## src/rtl/dit_pkg.sv

```systemverilog
package dit_pkg;

  // Per-timer strobes from control to datapath
  typedef struct packed {
    logic latchLoWr;
    logic latchHiWr;
    logic load;
    logic tick;
  } tmrStb_t;

  localparam logic [3:0] OFF_A_LO = 4'h4;
  localparam logic [3:0] OFF_A_HI = 4'h5;
  localparam logic [3:0] OFF_B_LO = 4'h6;
  localparam logic [3:0] OFF_B_HI = 4'h7;
  localparam logic [3:0] OFF_CR_A = 4'hE;
  localparam logic [3:0] OFF_CR_B = 4'hF;

  localparam int BIT_START   = 0;
  localparam int BIT_ONESHOT = 3;
  localparam int BIT_FORCE   = 4;
  localparam int BIT_SRC_LO  = 5;
  localparam int BIT_SRC_HI  = 6;

endpackage

```

## src/rtl/dit_counter.sv

```systemverilog
module dit_counter
  import dit_pkg::*;
#(
  parameter int DATA_W = 8,
  localparam int CNT_W = 2 * DATA_W
) (
  input  logic              clk,
  input  logic              rstN,
  input  tmrStb_t           stb,
  input  logic [DATA_W-1:0] wrData,
  output logic [CNT_W-1:0]  cnt,
  output logic [CNT_W-1:0]  latch,
  output logic              uflow,
  output logic              uflowPulse
);

  logic [CNT_W-1:0] latchNext;

  always_comb begin
    latchNext = latch;
    if (stb.latchLoWr) latchNext[DATA_W-1:0] = wrData;
    if (stb.latchHiWr) latchNext[CNT_W-1:DATA_W] = wrData;
  end

  // A count request at zero becomes a reload; a load strobe overrides it
  assign uflow = stb.tick && !stb.load && (cnt == '0);

  always_ff @(posedge clk) begin
    if (!rstN) begin
      latch      <= '1;
      cnt        <= '1;
      uflowPulse <= 1'b0;
    end else begin
      latch      <= latchNext;
      uflowPulse <= uflow;
      if (stb.load)       cnt <= latchNext;
      else if (uflow)     cnt <= latch;
      else if (stb.tick)  cnt <= cnt - 1'b1;
    end
  end

endmodule

```

## src/rtl/dit_datapath.sv

```systemverilog
module dit_datapath
  import dit_pkg::*;
#(
  parameter int DATA_W = 8,
  localparam int CNT_W = 2 * DATA_W
) (
  input  logic              clk,
  input  logic              rstN,
  input  tmrStb_t           stbA,
  input  tmrStb_t           stbB,
  input  logic [DATA_W-1:0] wrData,
  output logic [CNT_W-1:0]  cntA,
  output logic [CNT_W-1:0]  cntB,
  output logic [CNT_W-1:0]  latchA,
  output logic [CNT_W-1:0]  latchB,
  output logic              uflowA,
  output logic              uflowB,
  output logic              pulseA,
  output logic              pulseB
);

  dit_counter #(.DATA_W(DATA_W)) tmrA_i (
    .clk(clk), .rstN(rstN), .stb(stbA), .wrData(wrData),
    .cnt(cntA), .latch(latchA), .uflow(uflowA), .uflowPulse(pulseA)
  );

  dit_counter #(.DATA_W(DATA_W)) tmrB_i (
    .clk(clk), .rstN(rstN), .stb(stbB), .wrData(wrData),
    .cnt(cntB), .latch(latchB), .uflow(uflowB), .uflowPulse(pulseB)
  );

endmodule

```

## src/rtl/dit_ctrl.sv

```systemverilog
module dit_ctrl
  import dit_pkg::*;
#(
  parameter int ADDR_W = 8,
  parameter int DATA_W = 8,
  localparam int CNT_W = 2 * DATA_W
) (
  input  logic              clk,
  input  logic              rstN,
  input  logic              wrEn,
  input  logic [ADDR_W-1:0] addr,
  input  logic [DATA_W-1:0] wrData,
  input  logic              cntIn,
  input  logic              uflowA,
  input  logic              uflowB,
  input  logic [CNT_W-1:0]  cntA,
  input  logic [CNT_W-1:0]  cntB,
  output tmrStb_t           stbA,
  output tmrStb_t           stbB,
  output logic [DATA_W-1:0] crA,
  output logic [DATA_W-1:0] crB,
  output logic [DATA_W-1:0] rdData
);

  logic       inRange;
  logic [3:0] off;
  logic       cntMeta, cntSync, cntPrev, cntEdge;
  logic       hitALo, hitAHi, hitBLo, hitBHi, hitCrA, hitCrB;

  assign inRange = (addr >> 4) == '0;
  assign off     = addr[3:0];

  assign hitALo = wrEn && inRange && (off == OFF_A_LO);
  assign hitAHi = wrEn && inRange && (off == OFF_A_HI);
  assign hitBLo = wrEn && inRange && (off == OFF_B_LO);
  assign hitBHi = wrEn && inRange && (off == OFF_B_HI);
  assign hitCrA = wrEn && inRange && (off == OFF_CR_A);
  assign hitCrB = wrEn && inRange && (off == OFF_CR_B);

  // Two-flop synchroniser plus edge history
  always_ff @(posedge clk) begin
    if (!rstN) begin
      cntMeta <= 1'b0;
      cntSync <= 1'b0;
      cntPrev <= 1'b0;
    end else begin
      cntMeta <= cntIn;
      cntSync <= cntMeta;
      cntPrev <= cntSync;
    end
  end
  assign cntEdge = cntSync && !cntPrev;

  logic ctrlLoadA, ctrlLoadB;
  assign ctrlLoadA = hitCrA && (wrData[BIT_FORCE] || !wrData[BIT_START]);
  assign ctrlLoadB = hitCrB && (wrData[BIT_FORCE] || !wrData[BIT_START]);

  always_comb begin
    stbA.latchLoWr = hitALo;
    stbA.latchHiWr = hitAHi;
    stbA.load      = (hitAHi && !crA[BIT_START]) || ctrlLoadA;
    stbA.tick      = crA[BIT_START] && (crA[BIT_SRC_LO] ? cntEdge : 1'b1);

    stbB.latchLoWr = hitBLo;
    stbB.latchHiWr = hitBHi;
    stbB.load      = (hitBHi && !crB[BIT_START]) || ctrlLoadB;
    unique case (crB[BIT_SRC_HI:BIT_SRC_LO])
      2'b00:   stbB.tick = crB[BIT_START];
      2'b01:   stbB.tick = crB[BIT_START] && cntEdge;
      2'b10:   stbB.tick = crB[BIT_START] && uflowA;
      default: stbB.tick = crB[BIT_START] && uflowA && cntSync;
    endcase
  end

  localparam logic [DATA_W-1:0] FORCE_MASK = ~(DATA_W'(1) << BIT_FORCE);

  always_ff @(posedge clk) begin
    if (!rstN) begin
      crA <= '0;
      crB <= '0;
    end else begin
      if (hitCrA)                         crA <= wrData & FORCE_MASK;
      else if (uflowA && crA[BIT_ONESHOT]) crA[BIT_START] <= 1'b0;
      if (hitCrB)                         crB <= wrData & FORCE_MASK;
      else if (uflowB && crB[BIT_ONESHOT]) crB[BIT_START] <= 1'b0;
    end
  end

  always_comb begin
    rdData = '0;
    if (inRange) begin
      unique case (off)
        OFF_A_LO: rdData = cntA[DATA_W-1:0];
        OFF_A_HI: rdData = cntA[CNT_W-1:DATA_W];
        OFF_B_LO: rdData = cntB[DATA_W-1:0];
        OFF_B_HI: rdData = cntB[CNT_W-1:DATA_W];
        OFF_CR_A: rdData = crA;
        OFF_CR_B: rdData = crB;
        default:  rdData = '0;
      endcase
    end
  end

endmodule

```

## src/rtl/dual_interval_timer.sv

```systemverilog
module dual_interval_timer
  import dit_pkg::*;
#(
  parameter int ADDR_W = 8,
  parameter int DATA_W = 8,
  localparam int CNT_W = 2 * DATA_W
) (
  input  logic              clk,
  input  logic              rstN,
  input  logic              wrEn,
  input  logic [ADDR_W-1:0] addr,
  input  logic [DATA_W-1:0] wrData,
  output logic [DATA_W-1:0] rdData,
  input  logic              cntIn,
  output logic              underflowA,
  output logic              underflowB
);

  tmrStb_t           stbA, stbB;
  logic [DATA_W-1:0] crA, crB;
  logic [CNT_W-1:0]  cntA, cntB, latchA, latchB;
  logic              uflowA, uflowB;

  dit_ctrl #(.ADDR_W(ADDR_W), .DATA_W(DATA_W)) ctrl_i (
    .clk(clk), .rstN(rstN), .wrEn(wrEn), .addr(addr), .wrData(wrData),
    .cntIn(cntIn), .uflowA(uflowA), .uflowB(uflowB),
    .cntA(cntA), .cntB(cntB), .stbA(stbA), .stbB(stbB),
    .crA(crA), .crB(crB), .rdData(rdData)
  );

  dit_datapath #(.DATA_W(DATA_W)) dp_i (
    .clk(clk), .rstN(rstN), .stbA(stbA), .stbB(stbB), .wrData(wrData),
    .cntA(cntA), .cntB(cntB), .latchA(latchA), .latchB(latchB),
    .uflowA(uflowA), .uflowB(uflowB),
    .pulseA(underflowA), .pulseB(underflowB)
  );

endmodule

```

## config.mk

```make
export PLATFORM = sky130hd
export DESIGN_NAME = dual_interval_timer
export DESIGN_NICKNAME = d
export VERILOG_FILES = /design/src/rtl/dit_pkg.sv /design/src/rtl/dit_counter.sv /design/src/rtl/dit_datapath.sv /design/src/rtl/dit_ctrl.sv /design/src/rtl/dual_interval_timer.sv
export SDC_FILE = /design/constraint.sdc
export NUM_CORES = 1
export LEC_CHECK = 0
export BUFFER_PORTS_ARGS = -buffer_cell sky130_fd_sc_hd__buf_2
export CAP_MARGIN = 10
export CORE_MARGIN = 2
export CORE_UTILIZATION = 35
export CTS_BUF_LIST = sky130_fd_sc_hd__clkbuf_8 sky130_fd_sc_hd__clkbuf_16
export DETAILED_ROUTE_END_ITERATION = 8
export PLACE_DENSITY = 0.58
export SETUP_SLACK_MARGIN = 0.3
export SLEW_MARGIN = 30
export SYNTH_ARGS = -nofsm -noshare
export SYNTH_HDL_FRONTEND = slang
export SYNTH_SLANG_ARGS = --single-unit
```

## constraint.sdc

```tcl
create_clock -name clk -period 6.1 [get_ports clk]
set_input_delay 0 -clock clk [delete_from_list [all_inputs] [get_ports clk]]
set_output_delay 0 -clock clk [all_outputs]
set_load 0.03 [all_outputs]
```

# Word-level counts from Yosys, hierarchy flattened
# Cells that the tools add are included.
dict set report word_totals {
  in_bits 20
  word_cells 80
  out_inout_bits 10
  register_bits 83
}
dict set report classes {
  eq_ne 8
  mux 18
  reduce_logical 39
  add_sub_neg 2
}
# cell n
set op_table {}
lappend op_table {{2-to-1 mux 16 bit} 6}
lappend op_table {{case mux 8 bit (6 select lines)} 1}
lappend op_table {{2-to-1 mux 8 bit} 5}
lappend op_table {{zero test 16 bit} 2}
lappend op_table {{subtractor 16 x 1 -> 16 bit (second input constant)} 2}
lappend op_table {{logical AND 1 bit} 22}
lappend op_table {{== test 4 x 3 -> 1 bit (second input constant)} 4}
lappend op_table {{== test 4 bit (second input constant)} 2}
lappend op_table {{zero test 8 bit} 1}
lappend op_table {{zero test 1 bit} 6}
lappend op_table {{nonzero test 3 bit} 2}
lappend op_table {{2-to-1 mux 1 bit} 5}
lappend op_table {{nonzero test 2 bit} 2}
lappend op_table {{logical OR 1 bit} 3}
lappend op_table {{case mux 1 bit (3 select lines)} 1}
lappend op_table {{== test 2 x 1 -> 1 bit (second input constant)} 1}
lappend op_table {{== test 2 bit (second input constant)} 1}
lappend op_table {{zero test 2 bit} 1}

# Depth between registers and ports, before layout
# Gate-level depths: netlist (run 1).
dict set report logic_depth {
  ltp_word 16
  mapped_depth 9
  mapped_depth_nobuf 8
}

# Cells and area by module
# A second synthesis (run 1) with hierarchy kept.
dict set report hier_totals {
  hier_cells 551
  hier_area_um2 4944.7
}
# mod seq_area_each_um2 area_per_inst_um2 cells_per_inst n_inst
set modules_own_cells {}
lappend modules_own_cells {dit_counter 660.6 1849.3 204 2}
lappend modules_own_cells {dit_ctrl 340.3 1246.2 143 1}

# Worst setup path after synthesis (run 1)
# No wires, ideal clock.
dict set report synth_timing {
  path_type {register -> register}
  from {register dp_i.tmrA_i.cnt[0]}
  to {register dp_i.tmrB_i.cnt[2]}
  required_ps 5978
  setup_time_ps 122
  period_less_slack_ps 2049
  slack_ps 4051
  stages_incl_launch_ff 10
  n_path_buf 1
  t_arrival_ps 1927
  path_cell_list {dfxtp_1 inv_1 ha_1 nor4b_1 nand4_1 nor2_1 a22o_1 buf_2 a21oi_1 a311o_1}
}
dict set report synth_between {
  elab_chain_len 9
  word_cells_on_any_way 10
  classes_between {mux: 3; reduce/logical: 7}
}
# element line_no
set synth_rtl {}
lappend synth_rtl {{start, declared} dit_counter.sv:11} ;# output logic [CNT_W-1:0] cnt,
lappend synth_rtl {{start signal, assigned} dit_counter.sv:36} ;# if (stb.load) cnt <= latchNext;
lappend synth_rtl {{start signal, assigned} dit_counter.sv:37} ;# else if (uflow) cnt <= latch;
lappend synth_rtl {{start signal, assigned} dit_counter.sv:38} ;# else if (stb.tick) cnt <= cnt - 1'b1;
lappend synth_rtl {{zero test 16 bit (*)} dit_counter.sv:26} ;# assign uflow = stb.tick && !stb.load && (cnt == '0);
lappend synth_rtl {{logical AND 1 bit (*)} dit_counter.sv:26}
lappend synth_rtl {{logical AND 1 bit (*)} {dit_ctrl.sv:70, dit_ctrl.sv:71}}
lappend synth_rtl {{logical AND 1 bit} dit_ctrl.sv:71} ;# default: stbB.tick = crB[BIT_START] && uflowA && cntSync;
lappend synth_rtl {{case mux 1 bit (3 select lines) (*)} dit_ctrl.sv:67} ;# unique case (crB[BIT_SRC_HI:BIT_SRC_LO])
lappend synth_rtl {{logical AND 1 bit (2 in series)} dit_counter.sv:26}
lappend synth_rtl {{2-to-1 mux 16 bit} dit_counter.sv:37}
lappend synth_rtl {{2-to-1 mux 16 bit} dit_counter.sv:36}
lappend synth_rtl {{end signal, assigned} dit_counter.sv:36}
lappend synth_rtl {{end signal, assigned} dit_counter.sv:37}
lappend synth_rtl {{end signal, assigned} dit_counter.sv:38}
lappend synth_rtl {{end, declared} dit_counter.sv:11}
# Mark *: on every way between the ends. The rest lies on a longest branch, timed or not.
# A chain may end at the register's enable or synchronous reset.

# Final worst setup path (run 1)
dict set report layout_timing {
  from {register dp_i.tmrA_i.cnt[0]}
  to {register dp_i.tmrB_i.cnt[14]}
}
# The elaborated chain is that of the path after synthesis.

==> reports/metrics.yaml, run 1 <==
timing:
  finClkSkew_ns: 0.00400
  fin_crit_ns: 2.77
  period_share_pct: 45.5
  slew_headroom_pct: 37.4
  worst_slew_pin_slew_ns: 0.940
  fmax_mhz: 360
  hold_viol: 0
  slew_violations: 0
  rsz0062_at_grt: "false"
  postLayoutSetupSlackWorst_ns: 3.33
  finalSetupViolCount: 0
  tns_ns: 0
clock_tree:
  cts_root_buf: "clkbuf_16"
  clk_pin_slew_ns: 0.06
  cts_buffers: 9
  post_cts_buffers: 0
  cts_sinks: 83
  cts_htree_levels: 3
  clk_latency_ns: 0.34
  cts_tree: "built"
  clk_path_buf_depth: 2
route:
  viasPerCell: 5.83
  wl_met3_um: 658
  top_layer: "met4"
  routed_wl_mm: 13.8
  wl_per_cell_um: 19.1
  wl_met1_mm: 6.15
  firstDrtPassIters: 5
  wl_met2_mm: 6.59
  drc: 0
  vias: 4219
  ant_nets: 0
  drtIter0Drc: 377
placement:
  place_congestion: 0.931
  place_ws_ns: 3.16
  portBuffers: 29
  dp.cells: 708
  dp_hpwl_mm: 9.55
floorplan:
  rows: 41
  die_area_um2: 13700
  fp.coreArea_um2: 12600
  chipHeight_um: 117
  num_io_pins: 30
  start_util_pct: 35.6
  die_w_um: 117
job:
  maxCapViolations: 0
logic_synthesis:
  syn_area_per_cell_um2: 8.37
  synth_enable_flop_cells: 0
  synth_seq_area_share_pct: 37.2
  yosys.area.top_type: "dfxtp_1"
  ys_warn_count: 0
  syn_nets: 557
  synthFlopType: "dfxtp_1"
  ys_ff_latch: 83
  synth_area_leaders: "dfxtp_1 37%, nand2_1 6.9%, mux2i_1 5.6%"
  synth_top_area_share_pct: 37.2
  syn-cell-area_um2: 4470
  async_flop_share_pct: 0
  synthCells: 534
  yosysUniqueCellTypes: 70
layout:
  nFillCells: 1273
  fin_util_pct: 40.0
  layout-drive-gt1-share_pct: 14.5
  syn_to_final_growth_pct: 12.3
  stdcell_count: 724
  nNetsFinal: 572
  n_antenna_cell: 0
critical_path:
  startpoint_type: "flip-flop"
  cp.required_ns: 6.34
  end_kind: "flip-flop"
  path_class: "flip-flop to flip-flop"
  critPathArrivalTime_ns: 3.02
  cp_max_fo: 23
grt:
  antenna_found_initial: 0
  overflow: 0
  grt_pass1_wl_mm: 21.9
  grt_usage_pct: 21.0
  grt_start_max_net_pins: 58
  first_global_vias: 4097
power:
  finalPower_w: 0.00110
  peakVddDrop_uv: 165
  power_density_nw_per_um2: 218
  p_leak_nw: 1.87
worst_hold_path:
  hold_class: "input port to flip-flop"
run_status:
  status: "complete, no violations"
[kinds of logic after synthesis]
kind of cell | Yosys count | share of synthesized area [%]
XOR/XNOR | 13 | 2.55
buffers and inverters | 40 | 3.75
flip-flops | 83 | 37.2
adder cells (fa/ha/maj) | 3 | 0.839
multiplexers | 35 | 8.11
AO/OA/AOI/OAI | 145 | 23.0
AND/OR/NAND/NOR | 215 | 24.6
[placed cells by master (no fill, tap or decap), drive strengths merged, types with 12 or more instances in the layout]
| master | netlist | layout |
|---|---|---|
| dfxtp | 83 | 83 |
| nand2 | 83 | 83 |
| buf | 13 | 37 |
| nor2 | 33 | 33 |
| nand3 | 30 | 30 |
| a21oi | 26 | 26 |
| a22oi | 25 | 25 |
| mux2i | 25 | 25 |
| o21ai | 19 | 19 |
| nor3 | 13 | 13 |
| o2111ai | 12 | 12 |
| or2 | 12 | 12 |
[timing repair]
action | in CTS | in global routing
hold buffers | 1 | 0
resized for setup | 0 | 0
hold endpoints to repair | 1 | 0
[Yosys cell counts (3+ instances only)]
library cell  count
inv_1             6
or2_1             4
nor4_1            6
o2111ai_1        12
and2_1            6
xor2_1            8
nand4_1           4
nand3_1          29
a22oi_1          25
a221o_1           3
o31ai_1           7
clkbuf_1         21
nor3_1           12
a21oi_1          26
nor2b_1           4
xnor2_1           5
nand2_1          82
buf_2            11
a211oi_1          5
or2_2             7
ha_1              3
dfxtp_1          83
or3_1             4
o211ai_1         11
mux2i_1          25
a31oi_1          11
nor2_1           32
nand2b_1          4
nor4_4            3
mux2_2           10
nand4b_1          3
o21ai_0          17
[path summary, 6_finish.rpt]
kind	startpoint	cells after the start	slack [ns]	end
setup / recovery	dp_i.tmrA_i.cnt[0]	8	3.33	dp_i.tmrB_i.cnt[14]
hold / removal	wrData[2]	3	0.02	ctrl_i.crA[2]
setup reg to reg	dp_i.tmrA_i.cnt[0]	8	3.33	dp_i.tmrB_i.cnt[14]
hold reg to reg	ctrl_i.cntMeta	1	0.44	ctrl_i.cntSync
[where the power goes]
part / switching (W) / internal (W) / leakage [nW]
Sequential: 0.00000216 / 0.000544 / 0.672
Combinational: 0.0000355 / 0.0000152 / 1.07
Clock: 0.000209 / 0.000291 / 0.137
[per-layer routing]
metal | vias up | GRT usage (%)
met1 | 2044 | 27.4
met3 | 35 | 3.86
met2 | 122 | 34.3
met5 | - | 0
met4 | 0 | 8.71
li1 | 2018 | -
[critical path, stage by stage (launching register included)]
cell,delay [ns]
dfxtp_1,0.37
inv_1,0.11
ha_1,0.20
nor4b_1,0.33
nand4_1,0.20
nor2_1,0.19
a22o_1,0.74
a2111oi_0,0.28
a211oi_1,0.25
[flip-flops by register name, summed over array words and instances, names as in the netlist]
signal	flops
dp_i.tmrB_i.latch	16
dp_i.tmrA_i.cnt	16
ctrl_i.cntSync	1
dp_i.tmrB_i.cnt	16
ctrl_i.crB	7
dp_i.tmrA_i.uflowPulse	1
dp_i.tmrB_i.uflowPulse	1
ctrl_i.cntPrev	1
ctrl_i.cntMeta	1
ctrl_i.crA	7
dp_i.tmrA_i.latch	16
[cell type report]
cell class | count | area, µm² | area share (%)
Clock buffer | 11 | 253 | 5.03
Multi-Input combinational cell | 411 | 2640 | 52.6
Sequential cell | 83 | 1660 | 33.1
Inverter | 6 | 22.5 | 0.448
Timing Repair Buffer | 38 | 213 | 4.24
Tap cell | 172 | 215 | 4.28
Clock inverter | 3 | 15.0 | 0.299
[through the flow]
| step | hold WS (ns) | area (µm²) |
|---|---|---|
| floorplan | 0.125 | 4470 |
| CTS | 0.0115 | 5020 |
| detailed placement | 0.215 | 4740 |
| finish | 0.0177 | 5020 |
| global route | 0.0183 | 5020 |
| global placement | 0.212 | 4740 |
No activity file was read; power rests on OpenSTA's default activity.
==> run 2: changes to the inputs <==
--- a/config.mk
+++ b/config.mk
@@ -11,7 +11,7 @@
 export CORE_UTILIZATION = 35
 export CTS_BUF_LIST = sky130_fd_sc_hd__clkbuf_8 sky130_fd_sc_hd__clkbuf_16
 export DETAILED_ROUTE_END_ITERATION = 8
-export PLACE_DENSITY = 0.58
+export PLACE_DENSITY = 0.6
 export SETUP_SLACK_MARGIN = 0.3
 export SLEW_MARGIN = 30
 export SYNTH_ARGS = -nofsm -noshare
==> constraint.sdc (replaced) <==
create_clock -name clk -period 2.3 [get_ports clk]
set_input_delay 0 -clock clk [delete_from_list [all_inputs] [get_ports clk]]
set_output_delay 0 -clock clk [all_outputs]
set_load 0.03 [all_outputs]
==> reports/metrics.yaml, run 2 (same netlist as run 1, synthesis figures left out) <==
layout:
  n_antenna_cell: 0  # unchanged
  layout-drive-gt1-share_pct: 25.0  # was 14.5%
  stdcell_count: 769  # was 724
  nFillCells: 1232  # was 1,273
  final_common_cell: "nand2_1"  # was dfxtp_1
  nNetsFinal: 616  # was 572
  ff_latch_area_um2: 1680  # was 1660 µm²
  multi_input_area_um2: 2780  # was 2640 µm²
  syn_to_final_growth_pct: 26.6  # was 12.3%
  final_cell_mix: "81 x nand2_1, 74 x dfxtp_1, 43 x buf_4"  # was 83 x dfxtp_1, 82 x nand2_1, 32 x nor2_1
timing:
  fin_crit_ns: 1.99  # was 2.77 ns
  slew_violations: 0  # unchanged
  finalSetupViolCount: 0  # unchanged
  fmax_mhz: 502  # was 360 MHz
  worst_slew_pin_slew_ns: 0.627  # was 0.940 ns
  finClkSkew_ns: 0.00755  # was 0.00400 ns
  tns_ns: 0  # unchanged
  rsz0062_at_grt: "true"  # was false
  postLayoutSetupSlackWorst_ns: 0.310  # was 3.33 ns
  hold-worst-slack_ns: 0.0235  # was 0.0177 ns
  period_share_pct: 86.5  # was 45.5%
  hold_viol: 0  # unchanged
  slew_headroom_pct: 58.1  # was 37.4%
critical_path:
  startpoint_type: "flip-flop"  # unchanged
  path_buf_inv: 3  # was 1
  r2r_slack_ns: 0.31  # was 3.33 ns
  worstPathCellList: "inv_4 -> ha_4 -> nor4b_4 -> nand4_1 -> nor2_2 -> a22o_4 -> buf_12 -> buf_6 -> nor4_2 -> a311oi_1"  # was inv_1 -> ha_1 -> nor4b_1 -> nand4_1 -> nor2_1 -> a22o_1 -> a2111oi_0 -> a211oi_1
  end_kind: "flip-flop"  # unchanged
  cp_max_fo: 8  # was 23
  path_class: "flip-flop to flip-flop"  # unchanged
  slowest_stage: "dfxtp_4"  # was a22o_1
  path_delay_family: "simple AND/OR/NAND/NOR gates"  # was compound AO/OA/AOI/OAI gates
  cpPeakStageDelay_ns: 0.35  # was 0.74 ns
  critPathArrivalTime_ns: 2.24  # was 3.02 ns
  cp.required_ns: 2.55  # was 6.34 ns
run_status:
  status: "complete, no violations"  # unchanged
floorplan:
  start_util_pct: 35.6  # unchanged
  chipHeight_um: 117  # unchanged
  num_io_pins: 30  # unchanged
  die_w_um: 117  # unchanged
  fp.coreArea_um2: 12600  # unchanged
  rows: 41  # unchanged
  die_area_um2: 13700  # unchanged
clock_tree:
  clk_latency_ns: 0.34  # about the same
  cts_htree_levels: 3  # unchanged
  clk_pin_slew_ns: 0.06  # about the same
  cts_sinks: 83  # unchanged
  cts_root_buf: "clkbuf_16"  # unchanged
  cts_tree: "built"  # unchanged
  cts_buffers: 9  # unchanged
  clk_path_buf_depth: 2  # unchanged
grt:
  overflow: 0  # unchanged
  first_global_vias: 4204  # was 4,097
  grt_pass1_wl_mm: 22.7  # was 21.9 mm
  antenna_found_initial: 0  # unchanged
  grt_start_max_net_pins: 30  # was 58
  grt_usage_pct: 22.0  # was 21.0%
route:
  wl_per_cell_um: 19.6  # was 19.1 µm
  firstDrtPassIters: 5  # unchanged
  ant_nets: 0  # unchanged
  viasPerCell: 5.89  # was 5.83
  drc: 0  # unchanged
  vias: 4531  # was 4,219
  drtIter0Drc: 424  # was 377
  routed_wl_mm: 15.1  # was 13.8 mm
placement:
  dp_hpwl_mm: 10.1  # was 9.55 mm
  portBuffers: 29  # unchanged
  place_ws_ns: 0.126  # was 3.16 ns
  place_congestion: 0.928  # was 0.931
  dp.cells: 739  # was 708
power:
  power_density_nw_per_um2: 572  # was 218 nW/µm²
  p_leak_nw: 2.18  # was 1.87 nW
  peakVddDrop_uv: 407  # was 165 µV
job:
  maxCapViolations: 0  # unchanged
worst_hold_path:
  hold_class: "input port to flip-flop"  # unchanged
-- run 2: cell count changes in the layout (fill, tap and decap cells not counted), moves of 3 or more --
cell	previous run	this run
nor4_1	6	3
dfxtp_4	0	3
bufinv_16	0	3
buf_12	0	4
buf_4	7	43
dfxtp_2	0	6
dfxtp_1	83	74
-- run 2: final timing paths --
kind              depth (start not counted)                from            endpoint
hold reg to reg                           2       ctrl_i.crA[6]       ctrl_i.crA[6]
setup reg to reg                         10  dp_i.tmrA_i.cnt[1]  dp_i.tmrB_i.cnt[3]
setup / recovery                         10  dp_i.tmrA_i.cnt[1]  dp_i.tmrB_i.cnt[3]
hold / removal                            3           wrData[3]       ctrl_i.crA[3]
-- run 2: stage by stage --
| step | power [W] | util (%) | instance area (µm²) |
|---|---|---|---|
| finish | 0.00324 | 45.0 | 5660 |
| global route | 0.00333 | 45.0 | 5660 |
| CTS | 0.00325 | 43.7 | 5500 |
| detailed placement | 0.00162 | 39.8 | 5000 |
| global placement | 0.00163 | 39.8 | 5000 |
| floorplan | 0.00155 | - | 4480 |
-- run 2: repair_timing --
action,4_1_cts,5_1_grt
hold endpoints to repair,8,0
hold buffers,3,0
pin swaps,4,12
buffers inserted,5,6
endpoints found under the setup margin,18,19
gates cloned,1,0
gates resized for setup,17,26
-- run 2: routing by layer --
layer,up-vias,part of all wire [%],GRT usage [%],routed length (µm)
li1,2100,-,-,-
met1,2179,44,29.2,6580
met2,214,47,35.1,7120
met3,38,6.0,4.07,903
met4,0,3.2,9.41,487
met5,-,0,0,0
-- run 2: area by class of cell --
type / count / share of cell area, %
Inverter: 6 / 0.442
Clock buffer: 9 / 3.98
Multi-Input combinational cell: 411 / 49.1
Sequential cell: 83 / 29.7
Clock inverter: 6 / 1.88
Tap cell: 172 / 3.80
Timing Repair Buffer: 82 / 11.1
-- run 2: report_power, final --
| group | internal [W] | total [W] | switching (W) |
|---|---|---|---|
| logic | 0.0000521 | 0.000155 | 0.000103 |
| registers | 0.00144 | 0.00144 | 0.00000527 |
| clock network | 0.00105 | 0.00164 | 0.000591 |
-- run 2: worst min-delay path, cell delays in order --
cell	delay, ns
buf_2	0.17
nand3_1	0.09
a21oi_1	0.05
==> run 3: changes to the inputs <==
==> constraint.sdc (replaced) <==
create_clock -name clk -period 2.3 [get_ports clk]
set_input_delay 0 -clock clk [delete_from_list [all_inputs] [get_ports clk]]
set_output_delay 0 -clock clk [all_outputs]
set_load 0.05 [all_outputs]
==> reports/metrics.yaml, run 3 (same netlist as run 1, synthesis figures left out) <==
timing:
  worst_slew_pin_slew_ns: 0.669  # was 0.627 ns
  slew_headroom_pct: 54.8  # was 58.1%
  fin_crit_ns: 2.01  # was 1.99 ns
  tns_ns: 0  # unchanged
  period_share_pct: 87.2  # was 86.5%
  fmax_mhz: 498  # was 502 MHz
  finalSetupViolCount: 0  # unchanged
  finClkSkew_ns: 0.00548  # was 0.00755 ns
  rsz0062_at_grt: "true"  # unchanged
  slew_violations: 0  # unchanged
  hold_viol: 0  # unchanged
critical_path:
  startpoint_type: "flip-flop"  # unchanged
  cp_max_fo: 9  # was 8
  reg2reg_to: "dp_i.tmrB_i.cnt[13]"  # was dp_i.tmrB_i.cnt[3]
  critPathArrivalTime_ns: 2.27  # was 2.24 ns
  path_buf_inv: 1  # was 3
  slowest_stage: "or4_4"  # was dfxtp_4
  cpPeakStageDelay_ns: 0.45  # was 0.35 ns
  path_delay_family: "simple AND/OR/NAND/NOR gates"  # unchanged
  path_class: "flip-flop to flip-flop"  # unchanged
  worstPathCellList: "nor4_4 -> buf_6 -> nand3_4 -> or4_4 -> o311a_1 -> o31ai_2"  # was inv_4 -> ha_4 -> nor4b_4 -> nand4_1 -> nor2_2 -> a22o_4 -> buf_12 -> buf_6 -> nor4_2 -> a311oi_1
  r2r_slack_ns: 0.29  # was 0.31 ns
  cp.required_ns: 2.56  # was 2.55 ns
  r2r_cells: 6  # was 10
  reg2reg_from: "dp_i.tmrB_i.cnt[3]"  # was dp_i.tmrA_i.cnt[1]
  end_kind: "flip-flop"  # unchanged
power:
  swShare_pct: 21.7  # was 21.6%
  power_density_nw_per_um2: 565  # was 572 nW/µm²
  seq_power_share_pct: 45.3  # was 44.6%
  p_int_w: 0.00250  # was 0.00254 W
  combPwrFrac_pct: 4.9  # was 4.8%
  switching_power_w: 0.000693  # was 0.000700 W
  p_clk_share_pct: 49.8  # was 50.6%
  peakVddDrop_uv: 369  # was 407 µV
  p_leak_nw: 2.19  # was 2.18 nW
floorplan:
  chipHeight_um: 117  # unchanged
  num_io_pins: 30  # unchanged
  die_w_um: 117  # unchanged
  start_util_pct: 35.6  # unchanged
  die_area_um2: 13700  # unchanged
  rows: 41  # unchanged
  fp.coreArea_um2: 12600  # unchanged
layout:
  syn_to_final_growth_pct: 26.2  # was 26.6%
  n_antenna_cell: 0  # unchanged
  ff_latch_area_um2: 1670  # was 1680 µm²
  design_area_um2: 5640  # was 5660 µm²
  final_common_cell: "nand2_1"  # unchanged
  nNetsFinal: 617  # was 616
  final_cell_mix: "82 x nand2_1, 81 x dfxtp_1, 42 x buf_4"  # was 81 x nand2_1, 74 x dfxtp_1, 43 x buf_4
  multi_input_area_um2: 2760  # was 2780 µm²
  nFillCells: 1238  # was 1,232
  layout-drive-gt1-share_pct: 24.0  # was 25.0%
clock_tree:
  clk_latency_ns: 0.35  # was 0.34 ns
  cts_root_buf: "clkbuf_16"  # unchanged
  cts_tree: "built"  # unchanged
  clk_pin_slew_ns: 0.06  # about the same
  cts_htree_levels: 3  # unchanged
  cts_buffers: 9  # unchanged
  cts_sinks: 83  # unchanged
  clk_path_buf_depth: 2  # unchanged
worst_hold_path:
  hold_class: "input port to flip-flop"  # unchanged
  hold-path-endpoint: "dp_i.tmrB_i.latch[11]"  # was ctrl_i.crA[3]
  hold_depth: 2  # was 3
  min_from: "rstN"  # was wrData[3]
grt:
  antenna_found_initial: 0  # unchanged
  overflow: 0  # unchanged
  grt_start_max_net_pins: 30  # unchanged
  first_global_vias: 4280  # was 4,204
  grt_usage_pct: 22.5  # was 22.0%
  grt_pass1_wl_mm: 23.1  # was 22.7 mm
route:
  ant_nets: 0  # unchanged
  wl_per_cell_um: 19.6  # about the same
  drtIter0Drc: 445  # was 424
  routed_wl_mm: 15.1  # about the same
  vias: 4432  # was 4,531
  drc: 0  # unchanged
  viasPerCell: 5.75  # was 5.89
  firstDrtPassIters: 5  # unchanged
placement:
  portBuffers: 29  # unchanged
  dp_hpwl_mm: 10.2  # was 10.1 mm
  place_congestion: 0.923  # was 0.928
  placed_area_um2: 5010  # was 5000 µm²
run_status:
  status: "complete, no violations"  # unchanged
job:
  maxCapViolations: 0  # unchanged
==> run 3: timing repair <==
action / CTS / global route
gates cloned: 1 / 1
resized for setup: 12 / 21
hold endpoints to repair: 2 / 0
hold buffers: 2 / 0
setup endpoints to repair: 11 / 27
setup buffers: 4 / 7
pin swaps: 3 / 14
==> run 3: through the flow <==
step	util [%]	total power, W	worst slack [ns]	instances	hold WS, ns
floorplan	-	0.00155	0.323	534	0.125
global placement	39.9	0.00163	0.209	740	0.212
detailed placement	39.9	0.00163	0.157	740	0.215
CTS	43.5	0.00321	0.260	763	0.00816
global route	44.9	0.00326	0.156	771	0.0268
finish	44.9	0.00319	0.294	771	0.0219
==> run 3: worst max path at each step <==
stage / startpoint / to / slack [ns] / depth (start not counted)
floorplan: dp_i.tmrA_i.cnt[0] / dp_i.tmrA_i.cnt[2] / 0.32 / 8
global placement: dp_i.tmrB_i.cnt[10] / dp_i.tmrB_i.cnt[13] / 0.21 / 6
finish: dp_i.tmrB_i.cnt[3] / dp_i.tmrB_i.cnt[13] / 0.29 / 6
detailed placement: dp_i.tmrB_i.cnt[6] / dp_i.tmrB_i.cnt[13] / 0.16 / 6
global route: dp_i.tmrA_i.cnt[1] / dp_i.tmrB_i.cnt[3] / 0.16 / 10
CTS: dp_i.tmrB_i.cnt[6] / dp_i.tmrB_i.cnt[13] / 0.26 / 6
==> run 3: area by class of cell <==
class | instances | area share, %
multi-input cells | 411 | 48.9
well taps | 172 | 3.81
clock inverters | 5 | 1.33
clock buffers | 11 | 4.48
repair buffers | 83 | 11.5
inverters | 6 | 0.443
flip-flops and latches | 83 | 29.5
==> run 3: power groups by stage <==
stage                logic, W  registers [W]  clock network (W)
floorplan           0.0000692        0.00148                  0
global placement     0.000147        0.00148                  0
detailed placement   0.000148        0.00148                  0
CTS                  0.000151        0.00145            0.00161
global route         0.000166        0.00145            0.00165
finish               0.000156        0.00145            0.00159
==> run 3: layer usage <==
layer,global-route usage [%],share of wire [%]
met4,10.0,3.7
met2,36.6,47
met1,27.9,43
met5,0,0
met3,6.18,6.3
